**config.mk**
```make
export PLATFORM = sky130hd
export DESIGN_NAME = psfb_gen
export DESIGN_NICKNAME = d
export VERILOG_FILES = /design/src/rtl/psfb_pkg.sv /design/src/rtl/psfb_timebase.sv /design/src/rtl/psfb_legs.sv /design/src/rtl/psfb_deadband.sv /design/src/rtl/psfb_gen.sv
export SDC_FILE = /design/constraint.sdc
export NUM_CORES = 1
export LEC_CHECK = 0
export BUFFER_PORTS_ARGS = -buffer_cell sky130_fd_sc_hd__buf_2
export CAP_MARGIN = 20
export CORE_MARGIN = 4
export CORE_UTILIZATION = 40
export DETAILED_ROUTE_END_ITERATION = 12
export MAX_ROUTING_LAYER = met4
export SETUP_SLACK_MARGIN = 0.2
export SKIP_LAST_GASP = 1
export SLEW_MARGIN = 20
export SYNTH_ARGS = -nofsm -noshare
export SYNTH_HDL_FRONTEND = slang
export SYNTH_SLANG_ARGS = --single-unit
```
**constraint.sdc**
```tcl
create_clock -name clk -period 5.4 [get_ports clk]
set_clock_uncertainty 0.15 [all_clocks]
set_input_delay 1.08 -clock clk [delete_from_list [all_inputs] [get_ports clk]]
set_output_delay 1.08 -clock clk [all_outputs]
set_load 0.01 [all_outputs]
```
**src/rtl/psfb_pkg.sv**
```systemverilog
package psfb_pkg;

  // Gate command pair for one bridge leg.
  typedef struct packed {
    logic hi;
    logic lo;
  } gate_pair_t;

  localparam int NUM_LEGS = 2;

endpackage

```
**src/rtl/psfb_timebase.sv**
```systemverilog
module psfb_timebase #(
  parameter int CNT_W = 10
) (
  input  logic             clk,
  input  logic             rst,
  input  logic [CNT_W-1:0] period_i,
  input  logic [CNT_W-1:0] width_i,
  output logic             toggle_o,
  output logic [CNT_W-1:0] wid_o
);

  localparam logic [CNT_W-1:0] HALF_MIN = CNT_W'(2);
  localparam logic [CNT_W-1:0] ONE      = CNT_W'(1);

  logic             run_q;
  logic [CNT_W-1:0] cnt_q;
  logic [CNT_W-1:0] half_q;
  logic [CNT_W-1:0] half_raw;
  logic [CNT_W-1:0] half_next;
  logic [CNT_W-1:0] wid_max;
  logic             ev;

  // Half period derived from the full period; never shorter than two clocks.
  always_comb begin
    half_raw  = {1'b0, period_i[CNT_W-1:1]};
    half_next = (half_raw < HALF_MIN) ? HALF_MIN : half_raw;
    wid_max   = half_next - ONE;
    wid_o     = (width_i > wid_max) ? wid_max : width_i;
    ev        = !run_q || (cnt_q == half_q - ONE);
  end

  // Period and width are taken only at a switching event.
  always_ff @(posedge clk) begin
    if (rst) begin
      run_q  <= 1'b0;
      cnt_q  <= '0;
      half_q <= HALF_MIN;
    end else if (ev) begin
      run_q  <= 1'b1;
      cnt_q  <= '0;
      half_q <= half_next;
    end else begin
      cnt_q  <= cnt_q + ONE;
    end
  end

  // The first event after reset only starts the timebase.
  assign toggle_o = ev && run_q;

  a_r2_cnt_in_range: assert property (@(posedge clk) disable iff (rst)
    cnt_q < half_q);

  a_r2_half_floor: assert property (@(posedge clk) disable iff (rst)
    half_q >= HALF_MIN);

endmodule

```
**src/rtl/psfb_legs.sv**
```systemverilog
module psfb_legs #(
  parameter int CNT_W = 10
) (
  input  logic             clk,
  input  logic             rst,
  input  logic             toggle_i,
  input  logic [CNT_W-1:0] wid_i,
  output logic             leg_a_o,
  output logic             leg_b_o
);

  localparam logic [CNT_W-1:0] ONE = CNT_W'(1);

  logic             leg_a_q;
  logic             leg_b_q;
  logic [CNT_W-1:0] lag_q;

  // Leg A follows the event. Leg B follows the end of the lag pulse.
  always_ff @(posedge clk) begin
    if (rst) begin
      leg_a_q <= 1'b0;
      leg_b_q <= 1'b0;
      lag_q   <= '0;
    end else if (toggle_i) begin
      leg_a_q <= ~leg_a_q;
      lag_q   <= wid_i;
      if (wid_i == '0) begin
        leg_b_q <= ~leg_b_q;
      end
    end else if (lag_q != '0) begin
      lag_q <= lag_q - ONE;
      if (lag_q == ONE) begin
        leg_b_q <= ~leg_b_q;
      end
    end
  end

  assign leg_a_o = leg_a_q;
  assign leg_b_o = leg_b_q;

  // Leg B has caught up before every event.
  a_r3_lag_done: assert property (@(posedge clk) disable iff (rst)
    toggle_i |-> (lag_q == '0) && (leg_a_q == leg_b_q));

  // Zero width keeps the legs in phase.
  a_r4_in_phase: assert property (@(posedge clk) disable iff (rst)
    (toggle_i && (wid_i == '0)) |=> (leg_a_q == leg_b_q));

endmodule

```
**src/rtl/psfb_deadband.sv**
```systemverilog
module psfb_deadband
  import psfb_pkg::*;
#(
  parameter int DT_W = 6
) (
  input  logic            clk,
  input  logic            rst,
  input  logic            leg_i,
  input  logic [DT_W-1:0] dead_i,
  output gate_pair_t      gate_o
);

  localparam logic [DT_W-1:0] ONE = DT_W'(1);

  logic            prev_q;
  logic [DT_W-1:0] hold_q;
  gate_pair_t      gate_q;

  // Turn-off is immediate. Turn-on waits dead_i cycles.
  always_ff @(posedge clk) begin
    if (rst) begin
      prev_q <= 1'b0;
      hold_q <= '0;
      gate_q <= '0;
    end else if (leg_i != prev_q) begin
      prev_q <= leg_i;
      if (dead_i == '0) begin
        hold_q    <= '0;
        gate_q.hi <= leg_i;
        gate_q.lo <= ~leg_i;
      end else begin
        hold_q <= dead_i - ONE;
        gate_q <= '0;
      end
    end else if (hold_q != '0) begin
      hold_q <= hold_q - ONE;
      gate_q <= '0;
    end else begin
      gate_q.hi <= leg_i;
      gate_q.lo <= ~leg_i;
    end
  end

  assign gate_o = gate_q;

  a_r7_exclusive: assert property (@(posedge clk) disable iff (rst)
    !(gate_q.hi && gate_q.lo));

  a_r6_fast_off: assert property (@(posedge clk) disable iff (rst)
    (leg_i != prev_q) |=> (prev_q ? !gate_q.lo : !gate_q.hi));

  a_r7_gap_open: assert property (@(posedge clk) disable iff (rst)
    ((leg_i != prev_q) && (dead_i != '0)) |=> (!gate_q.hi && !gate_q.lo));

endmodule

```
**src/rtl/psfb_gen.sv**
```systemverilog
module psfb_gen
  import psfb_pkg::*;
#(
  parameter int CNT_W = 10,
  parameter int DT_W  = 6
) (
  input  logic             clk,
  input  logic             rst,
  input  logic [CNT_W-1:0] period_i,
  input  logic [CNT_W-1:0] width_i,
  input  logic [DT_W-1:0]  dead_a_i,
  input  logic [DT_W-1:0]  dead_b_i,
  output logic             a_hi_o,
  output logic             a_lo_o,
  output logic             b_hi_o,
  output logic             b_lo_o
);

  logic             toggle;
  logic [CNT_W-1:0] wid;
  logic [NUM_LEGS-1:0] leg;
  logic [DT_W-1:0]  dead [NUM_LEGS];
  gate_pair_t       gate [NUM_LEGS];

  psfb_timebase #(.CNT_W(CNT_W)) u_tb (
    .clk      (clk),
    .rst      (rst),
    .period_i (period_i),
    .width_i  (width_i),
    .toggle_o (toggle),
    .wid_o    (wid)
  );

  psfb_legs #(.CNT_W(CNT_W)) u_legs (
    .clk      (clk),
    .rst      (rst),
    .toggle_i (toggle),
    .wid_i    (wid),
    .leg_a_o  (leg[0]),
    .leg_b_o  (leg[1])
  );

  assign dead[0] = dead_a_i;
  assign dead[1] = dead_b_i;

  // One dead-band stage per bridge leg.
  for (genvar g = 0; g < NUM_LEGS; g++) begin : g_leg
    psfb_deadband #(.DT_W(DT_W)) u_db (
      .clk    (clk),
      .rst    (rst),
      .leg_i  (leg[g]),
      .dead_i (dead[g]),
      .gate_o (gate[g])
    );
  end

  assign a_hi_o = gate[0].hi;
  assign a_lo_o = gate[0].lo;
  assign b_hi_o = gate[1].hi;
  assign b_lo_o = gate[1].lo;

  a_r1_reset_low: assert property (@(posedge clk)
    rst |=> !(a_hi_o || a_lo_o || b_hi_o || b_lo_o));

endmodule

```
# [After elaboration in Yosys (flattened, before gate mapping)]
# Index checks and enable logic that the tools add are counted.
[classes] add_sub_neg=8 n_mul=0 div=0 order_cmp=2 n_eq_ne=5 shift=0 mux=20 bitwise=2 reduce_logical=15
[op_table] cell="6-bit two-way mux" count=6
[op_table] cell="10-bit two-way mux" count=3
[op_table] cell="10-bit by 1-bit subtractor with 10-bit output (second input constant)" count=3
[op_table] cell="6-bit by 1-bit subtractor with 6-bit output (second input constant)" count=4
[op_table] cell="6-bit zero test" count=2
[op_table] cell="2-bit two-way mux" count=6
[op_table] cell="6-bit nonzero test" count=2
[op_table] cell="10-bit by 1-bit adder with 10-bit output (second input constant)" count=1
[op_table] cell="10-bit by 1-bit == test with 1-bit output (second input constant)" count=1
[op_table] cell="10-bit == test" count=1
[op_table] cell="10-bit > comparator" count=1
[op_table] cell="10-bit zero test" count=1
[op_table] cell="10-bit nonzero test" count=1
[op_table] cell="9-bit by 2-bit less-than comparator with 1-bit output (second input constant)" count=1
[op_table] cell="9-bit two-way mux" count=1
[op_table] cell="2-bit nonzero test" count=4
[op_table] cell="1-bit two-way mux" count=4
[op_table] cell="3-bit AND reduction" count=1
[op_table] cell="1-bit != test" count=2
[op_table] cell="2-bit by 1-bit != test with 1-bit output (second input constant)" count=1
[op_table] cell="1-bit inverter" count=2
[op_table] cell="2-bit OR reduction" count=1
[op_table] cell="1-bit logical AND" count=1
[op_table] cell="1-bit zero test" count=1
[op_table] cell="1-bit logical OR" count=1
[totals] reg_bits=51 latch_bits=0 ram_bits=0 romBits=0 in_bits=34 word_cells=66 memories=0

# [Depth between registers and ports, before layout]
[depth] word_depth=8 mapped_depth=17 mapped_depth_nobuf=16

# [Modules after synthesis]
# Synthesis repeated with hierarchy kept, for this count alone.
[unflattened] cells_unflattened=422 area_unflattened_um2=3535.9
[modules_own_cells] module="psfb_timebase" n_inst=1 cells_each=208 area_each_um2=1662.8 seq_area_each_um2=400.4
[modules_own_cells] module="psfb_deadband" n_inst=2 cells_each=67 area_each_um2=579.3 seq_area_each_um2=180.2
[modules_own_cells] module="psfb_legs" n_inst=1 cells_each=80 area_each_um2=714.4 seq_area_each_um2=240.2

# [Worst setup path before layout]
# Ideal clock, no wire load.
[synth_timing] path_kind="input to register" from="input period_i[8]" to="register u_legs.leg_b_q, in the netlist u_legs.leg_b_o" arrival_time_ns=4.511 required_time_ns=5.128 path_slack_ns=0.617 path_stages=17 cell_sequence="or2_2 -> nor4_1 -> nand2_1 -> o21ai_0 -> ha_1 -> nand2_1 -> nor4_1 -> xnor2_1 -> ha_1 -> nand4_1 -> nor3_1 -> o21ai_0 -> a31oi_1 -> clkbuf_1 -> mux2i_1 -> mux2i_1 -> mux2i_1"
[synth_via] elab_chain_cells=8
[synth_rtl] element="start, declared" line="psfb_gen.sv:9" text="input logic [CNT_W-1:0] period_i,"
[synth_rtl] element="9-bit by 2-bit less-than comparator with 1-bit output" line="psfb_timebase.sv:26" text="half_next = (half_raw < HALF_MIN) ? HALF_MIN : half_raw;"
[synth_rtl] element="9-bit two-way mux *" line="psfb_timebase.sv:26"
[synth_rtl] element="10-bit by 1-bit subtractor with 10-bit output *" line="psfb_timebase.sv:27" text="wid_max = half_next - ONE;"
[synth_rtl] element="10-bit > comparator" line="psfb_timebase.sv:28" text="wid_o = (width_i > wid_max) ? wid_max : width_i;"
[synth_rtl] element="10-bit two-way mux *" line="psfb_timebase.sv:28"
[synth_rtl] element="10-bit zero test *" line="psfb_legs.sv:27" text="if (wid_i == '0) begin"
[synth_rtl] element="2-bit by 1-bit != test with 1-bit output (no line) *"
[synth_rtl] element="3-bit AND reduction (no line) *"
[synth_rtl] element="end signal, assigned" line="psfb_legs.sv:28" text="leg_b_q <= ~leg_b_q;"
[synth_rtl] element="end signal, assigned" line="psfb_legs.sv:33" text="leg_b_q <= ~leg_b_q;"
[synth_rtl] element="end, declared" line="psfb_legs.sv:15" text="logic leg_b_q;"
# Every way passes the cells marked *; elsewhere a longest branch is shown, timed or not.
# A chain may end at the register's enable or synchronous reset.

# [Worst setup path after layout]
[layout_timing] from="input period_i[7]" to="register u_legs.lag_q[2]"
[layout_via] elab_chain_cells=6
[layout_rtl] element="9-bit by 2-bit less-than comparator with 1-bit output" line="psfb_timebase.sv:26"
[layout_rtl] element="9-bit two-way mux *" line="psfb_timebase.sv:26"
[layout_rtl] element="10-bit by 1-bit subtractor with 10-bit output *" line="psfb_timebase.sv:27"
[layout_rtl] element="10-bit > comparator" line="psfb_timebase.sv:28"
[layout_rtl] element="10-bit two-way mux *" line="psfb_timebase.sv:28"
[layout_rtl] element="10-bit two-way mux *" line="psfb_legs.sv:24" text="end else if (toggle_i) begin"
[layout_rtl] element="end signal, assigned" line="psfb_legs.sv:26" text="lag_q <= wid_i;"
[layout_rtl] element="end signal, assigned" line="psfb_legs.sv:31" text="lag_q <= lag_q - ONE;"
[layout_rtl] element="end, declared" line="psfb_legs.sv:16" text="logic [CNT_W-1:0] lag_q;"
# Marks and branches as above.

==> run summary <==
The via count of the first global-routing pass was 2,767. The post-DP HPWL is 5460 µm. The TritonCTS clock tree is done. The number of distinct library cells after synthesis is 53. The DRC violation count after routing is 0. The number of flip-flops and latches in the synthesized netlist came out at 50. The effective utilization at floorplan is 0.410.

The DRC violation total after the first TritonRoute iteration came out at 170. The worst ir drop on vdd came out at 261 µV. The critical path goes through buf_2 -> or2_2 -> nor4_1 -> nand2_1 -> o21ai_0 -> buf_4 -> ha_1 -> nand2_1 -> nor4_1 -> xnor2_1 -> ha_1 -> nand4_1 -> nor3_1 -> o21ai_0 -> a31oi_1 -> buf_4 -> mux2_2 -> mux2i_1 -> nor2_1. Each instance of the synthesized netlist takes up on average approximately 7.9 µm². The final routed wire length divided by cell count came out at 12.9 µm. The count of buffers from port buffering came out at 36. The post-route non-filler standard cell count came out at 562.

Wire segments on met3 add up to 230 µm in the final route. The repair_antennas step left the layout with diodes totalling 0. The minimum clock period after layout came out at approximately 4500 ps. The element type at the critical path start is an input pin. In this run the clock root is driven by a sky130_fd_sc_hd__clkbuf_8. The total vias in the final route is 2,992. The horizontal die dimension came out at around 100 µm. The number of violations of the max-capacitance limit came out at 0. The class of the tightest hold or removal check is reg -> reg. Counting along the longest clock path gives a buffer depth of 2.

The routability-driven placement congestion ratio is 0.864. The post-CTS setup buffer count came out at 0. The detailed router put a total of 3520 µm of wire on met1. In the layout the commonest cells are sky130_fd_sc_hd__nor2_1, sky130_fd_sc_hd__dfxtp_1, sky130_fd_sc_hd__buf_2. The leakage power came out at 1.55 nW. The dominant delay contributor by cell family on the critical path is simple AND/OR/NAND/NOR gates.

The number of top-level pins is 38. The run finished with clean final reports. The headroom to the max-slew limit came out at 0.388. The data arrival time of the worst path came out at 4550 ps. Entering global routing, the biggest net connects 37 pins. The clock latency of the later-clocked register in the worst-skew pair is 310 ps. The fraction of the yosys area taken by sequential cells is 0.297.

Summed over all failing endpoints, the final setup total negative slack is 0 ps. The clock slew seen by the registers of the worst setup and hold paths is 100 ps. The period utilization is 0.836.

The post-cts gate resize count is 0. The total track usage is 0.153. After technology mapping, the gate count stands at 427. The critical path required time is 5430 ps. The library cell used most frequently in the layout, excluding fill and tap cells, is sky130_fd_sc_hd__nor2_1. The core region is 8220 µm². The category of the critical setup timing path is in -> reg. The initial antenna violation count is 0. In the synthesized netlist the dominant register cell turns out to be sky130_fd_sc_hd__dfxtp_1. The total wirelength of the detailed-routed design came out at 7250 µm.

The critical path contains buffers and inverters numbering 3 combined. The first detailed-routing pass ran for 4 iterations. Setup repair after global routing left no endpoint under its margin. The number of rows created at floorplan is 33.

The area growth from synthesis to layout is 10.5%. The total congestion overflow came out at 0. The fraction of final layout cells with drive strength greater than 1 is 0.140.

The number of slew-limit violations in the final report is 0. For this run, the slowest stage of the critical path takes ~360 ps. Derived from the worst setup path, the maximum achievable clock frequency is between 200 and 250 MHz. The hold buffer count at CTS is 0. The total clock buffers created by CTS came out at 5.

The global-route wire length before repair is 12,300 µm. The count of clock tree sinks is 50. The total of warnings raised by yosys came out at 0. The slew of the pin with the lowest slew margin is 912 ps.

The final hold violation count is 0. The power per unit of standard cell area is 375 nW/µm². The largest fanout of any net on the critical path came out at 14. At the end of the flow, the number of nets in the layout was 509. Using the TritonRoute via totals, the vias-per-cell ratio works out to 5.32.

The final worst hold slack is ~350 ps. The count of flip-flops with a built-in enable after synthesis is 0. Once placement completed, the tool counted placed cells totaling 554. The routed length on met2 is 3400 µm. From bottom edge to top edge, the die measures 99.8 µm. The number of nets in the synthesized netlist is 480. For this design, the slowest cell found on the critical path is sky130_fd_sc_hd__mux2_2. In this run the remaining antenna-violating nets after routing total 0. The count of endpoints failing setup in the final report came out at 0.

The depth of the CTS H-tree came out at 2. The post-synthesis instance area came out at 3370 µm². The highest metal layer with signal wires is met4. The die covers ~10000 µm². The worst setup path is captured at a flop. The async set-or-reset flop fraction in the synthesized netlist is 0.
## logic make-up (layout without fill, tap and decap cells)
family,Yosys count,after routing,synth area share
AO/OA/AOI/OAI,70,70,0.128
buffers and inverters,41,71,0.0497
flip-flops,50,50,0.297
AND/OR/NAND/NOR,179,179,0.267
XOR/XNOR,37,37,0.0961
multiplexers,30,30,0.0909
other,1,1,0.00111
adder cells (fa/ha/maj),19,19,0.0705
## registers in the layout (all words and copies together), names as in the netlist
| signal | cells |
|---|---|
| g_leg.u_db.prev_q | 2 |
| g_leg.u_db.gate_o | 4 |
| u_tb.run_q | 1 |
| u_legs.leg_a_o | 1 |
| g_leg.u_db.hold_q | 12 |
| u_tb.cnt_q | 10 |
| u_tb.half_q | 9 |
| u_legs.lag_q | 10 |
| u_legs.leg_b_o | 1 |
## path summary, 6_finish.rpt
kind	slack (ps)	endpoint	depth (start not counted)	start
hold reg to reg	350	u_tb.cnt_q[0]$_SDFF_PP0_	1	u_tb.cnt_q[0]$_SDFF_PP0_
setup reg to reg	2120	u_legs.lag_q[9]$_SDFFE_PP0P_	9	u_tb.half_q[0]$_SDFFE_PP0P_
hold / removal	350	u_tb.cnt_q[0]$_SDFF_PP0_	1	u_tb.cnt_q[0]$_SDFF_PP0_
setup / recovery	880	u_legs.lag_q[2]$_SDFFE_PP0P_	19	period_i[7]
## Yosys cell counts, types with 6 or more instances
library cell / instances / area (µm²)
sky130_fd_sc_hd__nand3_1: 11 / 55.1
sky130_fd_sc_hd__clkbuf_1: 12 / 45.0
sky130_fd_sc_hd__nor3_1: 28 / 140
sky130_fd_sc_hd__dfxtp_1: 50 / 1000
sky130_fd_sc_hd__nand2_1: 24 / 90.1
sky130_fd_sc_hd__nor4_1: 6 / 37.5
sky130_fd_sc_hd__nor2_1: 62 / 233
sky130_fd_sc_hd__a211oi_1: 11 / 82.6
sky130_fd_sc_hd__ha_1: 19 / 238
sky130_fd_sc_hd__inv_1: 24 / 90.1
sky130_fd_sc_hd__xnor2_1: 21 / 184
sky130_fd_sc_hd__a21oi_1: 27 / 135
sky130_fd_sc_hd__mux2i_1: 25 / 250
sky130_fd_sc_hd__o21ai_0: 17 / 85.1
sky130_fd_sc_hd__or3_1: 7 / 43.8
sky130_fd_sc_hd__xor2_1: 16 / 140
## worst reg2reg max path, delay by kind of cell (launching register included)
family          cells  cell delay [ps]
simple gates        3             1420
compound gates      4              720
flops               1              490
fa+ha+maj           1              360
buf+inv             1               80
## power breakdown
group / total (mW) / switching, mW / internal, mW
clock: 0.234 / 0.137 / 0.0970
combinational: 0.634 / 0.341 / 0.293
sequential: 0.527 / 0.0744 / 0.452
## layout make-up
| cell class | instances | area (µm²) |
|---|---|---|
| multi-input cells | 336 | 2200 |
| flip-flops and latches | 50 | 1000 |
| clock buffers | 5 | 68.8 |
| fillers | 828 | 4490 |
| well taps | 105 | 131 |
| inverters | 24 | 90.1 |
| clock inverters | 3 | 28.8 |
| repair buffers | 39 | 203 |
## routing by layer
layer,GRT usage,vias to the layer above
met4,0.0420,0
met1,0.196,1379
met2,0.251,46
met5,-,-
met3,0.0236,10
li1,-,1557
## stage by stage
| stage | worst slack, ps | cell area, µm² | power, mW | util |
|---|---|---|---|---|
| after floorplan | 617 | 3370 | 1.04 | - |
| after global placement | 600 | 3630 | 1.15 | 0.441 |
| after detailed placement | 584 | 3630 | 1.17 | 0.441 |
| after CTS | 892 | 3720 | 1.41 | 0.453 |
| after global routing | 549 | 3720 | 1.53 | 0.453 |
| final | 883 | 3720 | 1.40 | 0.453 |
Note: power is estimated with default switching activity, not from simulation.
